### src/rtl/irqc_pkg.sv
package irqc_pkg;

  localparam int CTRL_W = 6;
  localparam int SRC_W  = 2;

  // Field order sets the bit map: the last member is bit 0.
  typedef struct packed {
    logic tmr_pend;
    logic tmr_en;
    logic ext_pend;
    logic ext_rise;
    logic ext_en;
    logic gie;
  } ctrl_t;

  typedef enum logic [SRC_W-1:0] {
    SRC_NONE = 2'd0,
    SRC_EXT  = 2'd1,
    SRC_TMR  = 2'd2,
    SRC_TRAP = 2'd3
  } irq_src_e;

endpackage

### src/rtl/irqc_pin_edge.sv
module irqc_pin_edge #(
  parameter int SYNC_STAGES = 2
) (
  input  logic clk,
  input  logic rst_n,
  input  logic pin_i,
  input  logic rise_sel_i,
  output logic edge_o
);

  logic [SYNC_STAGES-1:0] sync_q;
  logic [SYNC_STAGES-1:0] sync_d;
  logic                   last_q;
  logic                   last_d;

  // Input of each stage is the output of the stage before it.
  generate
    for (genvar s = 0; s < SYNC_STAGES; s++) begin : g_stage
      if (s == 0) begin : g_first
        assign sync_d[s] = pin_i;
      end else begin : g_next
        assign sync_d[s] = sync_q[s-1];
      end
    end
  endgenerate

  assign last_d = sync_q[SYNC_STAGES-1];

  always_ff @(posedge clk or negedge rst_n) begin
    if (!rst_n) begin
      sync_q <= '0;
      last_q <= 1'b0;
    end else begin
      sync_q <= sync_d;
      last_q <= last_d;
    end
  end

  always_comb begin
    if (rise_sel_i) edge_o = sync_q[SYNC_STAGES-1] & ~last_q;
    else            edge_o = ~sync_q[SYNC_STAGES-1] & last_q;
  end

endmodule

### src/rtl/irqc_ctrl_regs.sv
module irqc_ctrl_regs
  import irqc_pkg::*;
(
  input  logic              clk,
  input  logic              rst_n,
  input  logic              we_i,
  input  logic [CTRL_W-1:0] wdata_i,
  input  logic              ext_edge_i,
  input  logic              tmr_evt_i,
  input  logic              ack_hw_i,
  input  logic              reti_i,
  output ctrl_t             ctrl_o
);

  ctrl_t q, d, wr;

  assign wr = ctrl_t'(wdata_i);

  always_comb begin
    d = q;
    if (we_i) d = wr;
    // Event sets win over a clearing write in the same cycle.
    d.ext_pend = (we_i ? wr.ext_pend : q.ext_pend) | ext_edge_i;
    d.tmr_pend = (we_i ? wr.tmr_pend : q.tmr_pend) | tmr_evt_i;
    if (ack_hw_i)    d.gie = 1'b0;
    else if (reti_i) d.gie = 1'b1;
  end

  always_ff @(posedge clk or negedge rst_n) begin
    if (!rst_n) q <= '0;
    else        q <= d;
  end

  assign ctrl_o = q;

  assert_ext_hold_R3: assert property (@(posedge clk) disable iff (!rst_n)
    (q.ext_pend && !we_i) |=> q.ext_pend)
    else $error("external pending dropped without write");

  assert_tmr_set_R4: assert property (@(posedge clk) disable iff (!rst_n)
    tmr_evt_i |=> q.tmr_pend)
    else $error("timer event not recorded");

  assert_gie_clr_R6: assert property (@(posedge clk) disable iff (!rst_n)
    ack_hw_i |=> !q.gie)
    else $error("global enable survived hardware acknowledge");

  assert_gie_set_R7: assert property (@(posedge clk) disable iff (!rst_n)
    (reti_i && !ack_hw_i) |=> q.gie)
    else $error("return strobe did not set global enable");

endmodule

### src/rtl/irqc_arbiter.sv
module irqc_arbiter
  import irqc_pkg::*;
(
  input  logic     clk,
  input  logic     rst_n,
  input  ctrl_t    ctrl_i,
  input  logic     trap_i,
  input  logic     ack_i,
  output logic     req_o,
  output irq_src_e src_o,
  output logic     ack_hw_o
);

  logic ext_act, tmr_act, hw_req;
  logic trap_q, trap_d;

  assign ext_act = ctrl_i.gie & ctrl_i.ext_en & ctrl_i.ext_pend;
  assign tmr_act = ctrl_i.gie & ctrl_i.tmr_en & ctrl_i.tmr_pend;
  assign hw_req  = ext_act | tmr_act;

  always_comb begin
    if (ext_act)      src_o = SRC_EXT;
    else if (tmr_act) src_o = SRC_TMR;
    else if (trap_q)  src_o = SRC_TRAP;
    else              src_o = SRC_NONE;
  end

  assign req_o    = hw_req | trap_q;
  assign ack_hw_o = ack_i & hw_req;

  // A trap meeting a hardware request is lost; any acknowledge ends a held trap.
  always_comb begin
    trap_d = (trap_q & ~ack_i) | (trap_i & ~hw_req);
  end

  always_ff @(posedge clk or negedge rst_n) begin
    if (!rst_n) trap_q <= 1'b0;
    else        trap_q <= trap_d;
  end

  assert_req_gate_R5: assert property (@(posedge clk) disable iff (!rst_n)
    (req_o && !ctrl_i.gie) |-> (src_o == SRC_TRAP))
    else $error("maskable request without global enable");

  assert_one_ack_R6: assert property (@(posedge clk) disable iff (!rst_n)
    ack_hw_o |=> !(ext_act || tmr_act))
    else $error("hardware request persisted after acknowledge");

  assert_trap_drop_R9: assert property (@(posedge clk) disable iff (!rst_n)
    (trap_i && hw_req && !trap_q) |=> !trap_q)
    else $error("colliding trap was kept");

  assert_trap_take_R8: assert property (@(posedge clk) disable iff (!rst_n)
    (trap_i && !hw_req) |=> trap_q)
    else $error("trap opcode not recorded");

endmodule

### src/rtl/irqc_top.sv
module irqc_top
  import irqc_pkg::*;
#(
  parameter int          OPC_W       = 8,
  parameter int          VEC_W       = 16,
  parameter int          SYNC_STAGES = 2,
  parameter logic [15:0] VECTOR      = 16'h00FF,
  parameter logic [7:0]  TRAP_OPC    = 8'h00
) (
  input  logic              clk,
  input  logic              rst_n,
  input  logic              ext_pin_i,
  input  logic              tmr_evt_i,
  input  logic              ir_valid_i,
  input  logic [OPC_W-1:0]  ir_opcode_i,
  input  logic              cfg_we_i,
  input  logic [CTRL_W-1:0] cfg_wdata_i,
  output logic [CTRL_W-1:0] cfg_rdata_o,
  output logic              irq_req_o,
  output logic [SRC_W-1:0]  irq_src_o,
  output logic [VEC_W-1:0]  irq_vec_o,
  input  logic              irq_ack_i,
  input  logic              reti_i
);

  ctrl_t    ctrl;
  irq_src_e src;
  logic     ext_edge, ack_hw, trap;

  assign trap = ir_valid_i & (ir_opcode_i == TRAP_OPC[OPC_W-1:0]);

  irqc_pin_edge #(.SYNC_STAGES(SYNC_STAGES)) u_edge (
    .clk        (clk),
    .rst_n      (rst_n),
    .pin_i      (ext_pin_i),
    .rise_sel_i (ctrl.ext_rise),
    .edge_o     (ext_edge)
  );

  irqc_ctrl_regs u_regs (
    .clk        (clk),
    .rst_n      (rst_n),
    .we_i       (cfg_we_i),
    .wdata_i    (cfg_wdata_i),
    .ext_edge_i (ext_edge),
    .tmr_evt_i  (tmr_evt_i),
    .ack_hw_i   (ack_hw),
    .reti_i     (reti_i),
    .ctrl_o     (ctrl)
  );

  irqc_arbiter u_arb (
    .clk      (clk),
    .rst_n    (rst_n),
    .ctrl_i   (ctrl),
    .trap_i   (trap),
    .ack_i    (irq_ack_i),
    .req_o    (irq_req_o),
    .src_o    (src),
    .ack_hw_o (ack_hw)
  );

  assign cfg_rdata_o = ctrl;
  assign irq_src_o   = src;
  assign irq_vec_o   = VECTOR[VEC_W-1:0];

  assert_trap_gie_R8: assert property (@(posedge clk) disable iff (!rst_n)
    (irq_ack_i && src == SRC_TRAP && !reti_i && !cfg_we_i) |=> (ctrl.gie == $past(ctrl.gie)))
    else $error("trap acknowledge altered global enable");

  assert_src_valid_R5: assert property (@(posedge clk) disable iff (!rst_n)
    irq_req_o |-> (src != SRC_NONE))
    else $error("request without a source");

endmodule

### config.mk
export PLATFORM = sky130hd
export DESIGN_NAME = irqc_top
export DESIGN_NICKNAME = d
export VERILOG_FILES = /design/src/rtl/irqc_pkg.sv /design/src/rtl/irqc_pin_edge.sv /design/src/rtl/irqc_ctrl_regs.sv /design/src/rtl/irqc_arbiter.sv /design/src/rtl/irqc_top.sv
export SDC_FILE = /design/constraint.sdc
export NUM_CORES = 1
export LEC_CHECK = 0
export CAP_MARGIN = 5
export CORE_MARGIN = 2
export CORE_UTILIZATION = 31
export CTS_CLUSTER_SIZE = 16
export DETAILED_ROUTE_END_ITERATION = 10
export HOLD_SLACK_MARGIN = 0.03
export PLACE_DENSITY = 0.76
export SYNTH_ARGS = -nofsm -noshare
export SYNTH_HDL_FRONTEND = slang
export SYNTH_SLANG_ARGS = --single-unit
### constraint.sdc
create_clock -name clk -period 1.25 [get_ports clk]
set_clock_uncertainty 0.1 [all_clocks]
set_input_delay 0.25 -clock clk [delete_from_list [all_inputs] [get_ports clk]]
set_output_delay 0.25 -clock clk [all_outputs]
set_load 0.1 [all_outputs]
==> results.ini <==
[timing]
rsz0062_at_grt=true
period_needed_ps=1779
setup_ws_ps=-529.2
period_share=1.423
hold_slack_ps=190.8
setup-violations-final=8
drv_slew=0
hold_viol_final=0
fmax_ghz=0.5621

[min_path]
hold_class=in2async

[route]
via_count=509
ant_nets=0
wl_per_cell_um=11.25
wirelength_um=1328
drc=0
via_per_inst=4.314
drt-initial-drc-count=7
firstDrtPassIters=4

[power_and_ir_drop]
ir_worst_vdd_mv=0.9742
p_leak_nw=0.4800
power.density_mw_per_mm2=1416

[floorplan]
coreArea_mm2=0.001745
ios=47
die_y_um=47.37
fp.dieArea_mm2=0.002244
rows=15
initial_core_util=0.3341
fp.dieW_um=47.37

[logic_synthesis]
synth_cells=54
yosysTopAreaCellShare=0.4292
synth-xor-area-share=0
synth_top_family_by_area=buffers and inverters
ys_ff_latch=10
synthSimpleGateAreaFrac=0.1202
synth_most_common_cell=buf_4
synth_area_leaders=dfrtp_1 (43%), buf_4 (23%), mux2_2 (5.8%)
synth_area_um2=583.1
synth_edf_count=0
synth_mux_area_frac=0.07511
yosysTopAreaCell=dfrtp_1
synth_common_cells=buf_4 (18), dfrtp_1 (10), mux2_2 (3)
ys_seq_area_frac=0.4292
yosys.cell_types.count=23
synth_warnings=0
syn_area_per_cell_um2=10.80
synth_compound_area_frac=0.1245
synth_ff_type=dfrtp_1
async_flop_share=1.000
synth_fa_ha_area_frac=0

[worst_setup_path]
cp_max_fo=2
required_ps=900
reg2reg_slack_ps=40
path_buf_inv=1
cp_top_family=flip-flops
crit_path_start=u_regs.ctrl_o[5]
path_cells=a22oi_2 -> nor2b_2 -> or2_4 -> buf_12
crit_path_end_kind=primary output
max_stage_delay_ps=480
cp.arrival_ps=1430
reg2reg_from=u_regs.ctrl_o[5]
rr_worst_depth=3
startpoint_type=register
path_depth=4
crit_type=reg2out
cp_slowest_cell=dfrtp_4

[place]
port_buffers=30
dp_hpwl_um=979.8
placed_area_mm2=0.001028
gp_congestion=0.7227

[cells_and_area]
ff_latch_area_um2=269.0
drive_gt1_frac=0.4301
fin_nets=116
postLayoutCellArea_mm2=0.001114
nFillCells=138
area_delta_synth_final_pct=90.99
multi_input_area_um2=290.3
diodes=0

[cts]
htreeDepth=1
cts_buffers=3
cts_tree=done
cts-root-buf=clkbuf_4
cts.path.max_buffers=2
ctsHoldBuffers=0
clock_sinks=10
clk_latency_ps=270
clk_pin_slew_ps=70

[run_status]
status=finished with violations
violations=negative setup slack

[global_route]
grt_pass1_wl_um=1980
antenna_found_initial=0
overflow=0
grt_usage=0.1294
grt_pass1_vias=495
grt_max_degree=11

[run]
maxCapViolations=0

layer usage:
metal | up-vias | share of wire | GRT usage
li1 | 233 | - | -
met3 | 2 | 0.11 | 0.02692
met2 | 41 | 0.52 | 0.2270
met5 | - | 0 | 0
met4 | 0 | 0.0075 | 0.06667
met1 | 233 | 0.36 | 0.1459
power by group:
part           switching, W  internal (W)  total, W
registers         0.0000310      0.000360  0.000391
clock network      0.000126      0.000177  0.000303
logic              0.000581      0.000302  0.000883
total              0.000738      0.000839   0.00158
area by class of cell:
| type | count | share of cell area |
|---|---|---|
| inverter | 1 | 0.003371 |
| timing repair buffer | 39 | 0.4337 |
| clock buffer | 4 | 0.03258 |
| tap | 25 | 0.02809 |
| multi-input combinational | 39 | 0.2607 |
| sequential | 10 | 0.2416 |
logic make-up (layout without fill, tap and decap cells):
kind of cell / after synthesis / after routing
multiplexers: 4 / 4
buffers and inverters: 19 / 44
AO/OA/AOI/OAI: 8 / 8
other: 2 / 16
AND/OR/NAND/NOR: 11 / 11
flip-flops: 10 / 10
metrics by stage:
| step | setup TNS (ps) | total power, W | setup slack [ps] | util | instances |
|---|---|---|---|---|---|
| global route | -2494 | 0.001625 | -561.2 | 0.6380 | 118 |
| finish | -2307 | 0.001577 | -529.2 | 0.6380 | 118 |
| detailed placement | -2064 | 0.001247 | -266.9 | 0.5892 | 112 |
| CTS | -2704 | 0.001613 | -523.2 | 0.6487 | 120 |
| global placement | -2048 | 0.001242 | -258.6 | 0.5892 | 112 |
| floorplan | -1289 | 0.0009972 | -528.5 | - | 68 |
final timing paths:
kind,end
min in group clk,u_edge.sync_q[1]
max,irq_req_o
max reg2reg,u_regs.ctrl_o[5]
max in group asynchronous,u_regs.ctrl_o[5]
min reg2reg,u_edge.sync_q[1]
min,u_edge.sync_q[1]
sequential cells by signal, indices dropped and copies added, names as in the netlist:
| name | flops |
|---|---|
| u_regs.ctrl_o | 6 |
| u_edge.last_q | 1 |
| u_arb.trap_q | 1 |
| u_edge.sync_q | 2 |
repair_timing:
action	4_1_cts	5_1_grt
buffers inserted	4	2
resized for setup	10	3
setup endpoints to repair	9	15
pin swaps	5	1
placed cells by master, fill, tap and decap left out, drive strengths merged:
cell and n:
a211oi 1, buf 18, clkdlybuf4s50 20, dlymetal6s2s 1
nand2 2, nor2 1, nand4b 1, nor3 1
mux2 3, inv 1, mux2i 1, conb 16
a21oi 1, a211o 1, dfrtp 10, a22oi 1
or2 1, nor4 1, clkbuf 4, a32o 1
o211ai 1, nand3 1, o22ai 1, nor2b 3
a32oi 1
Note: power is estimated with default switching activity, not from simulation.
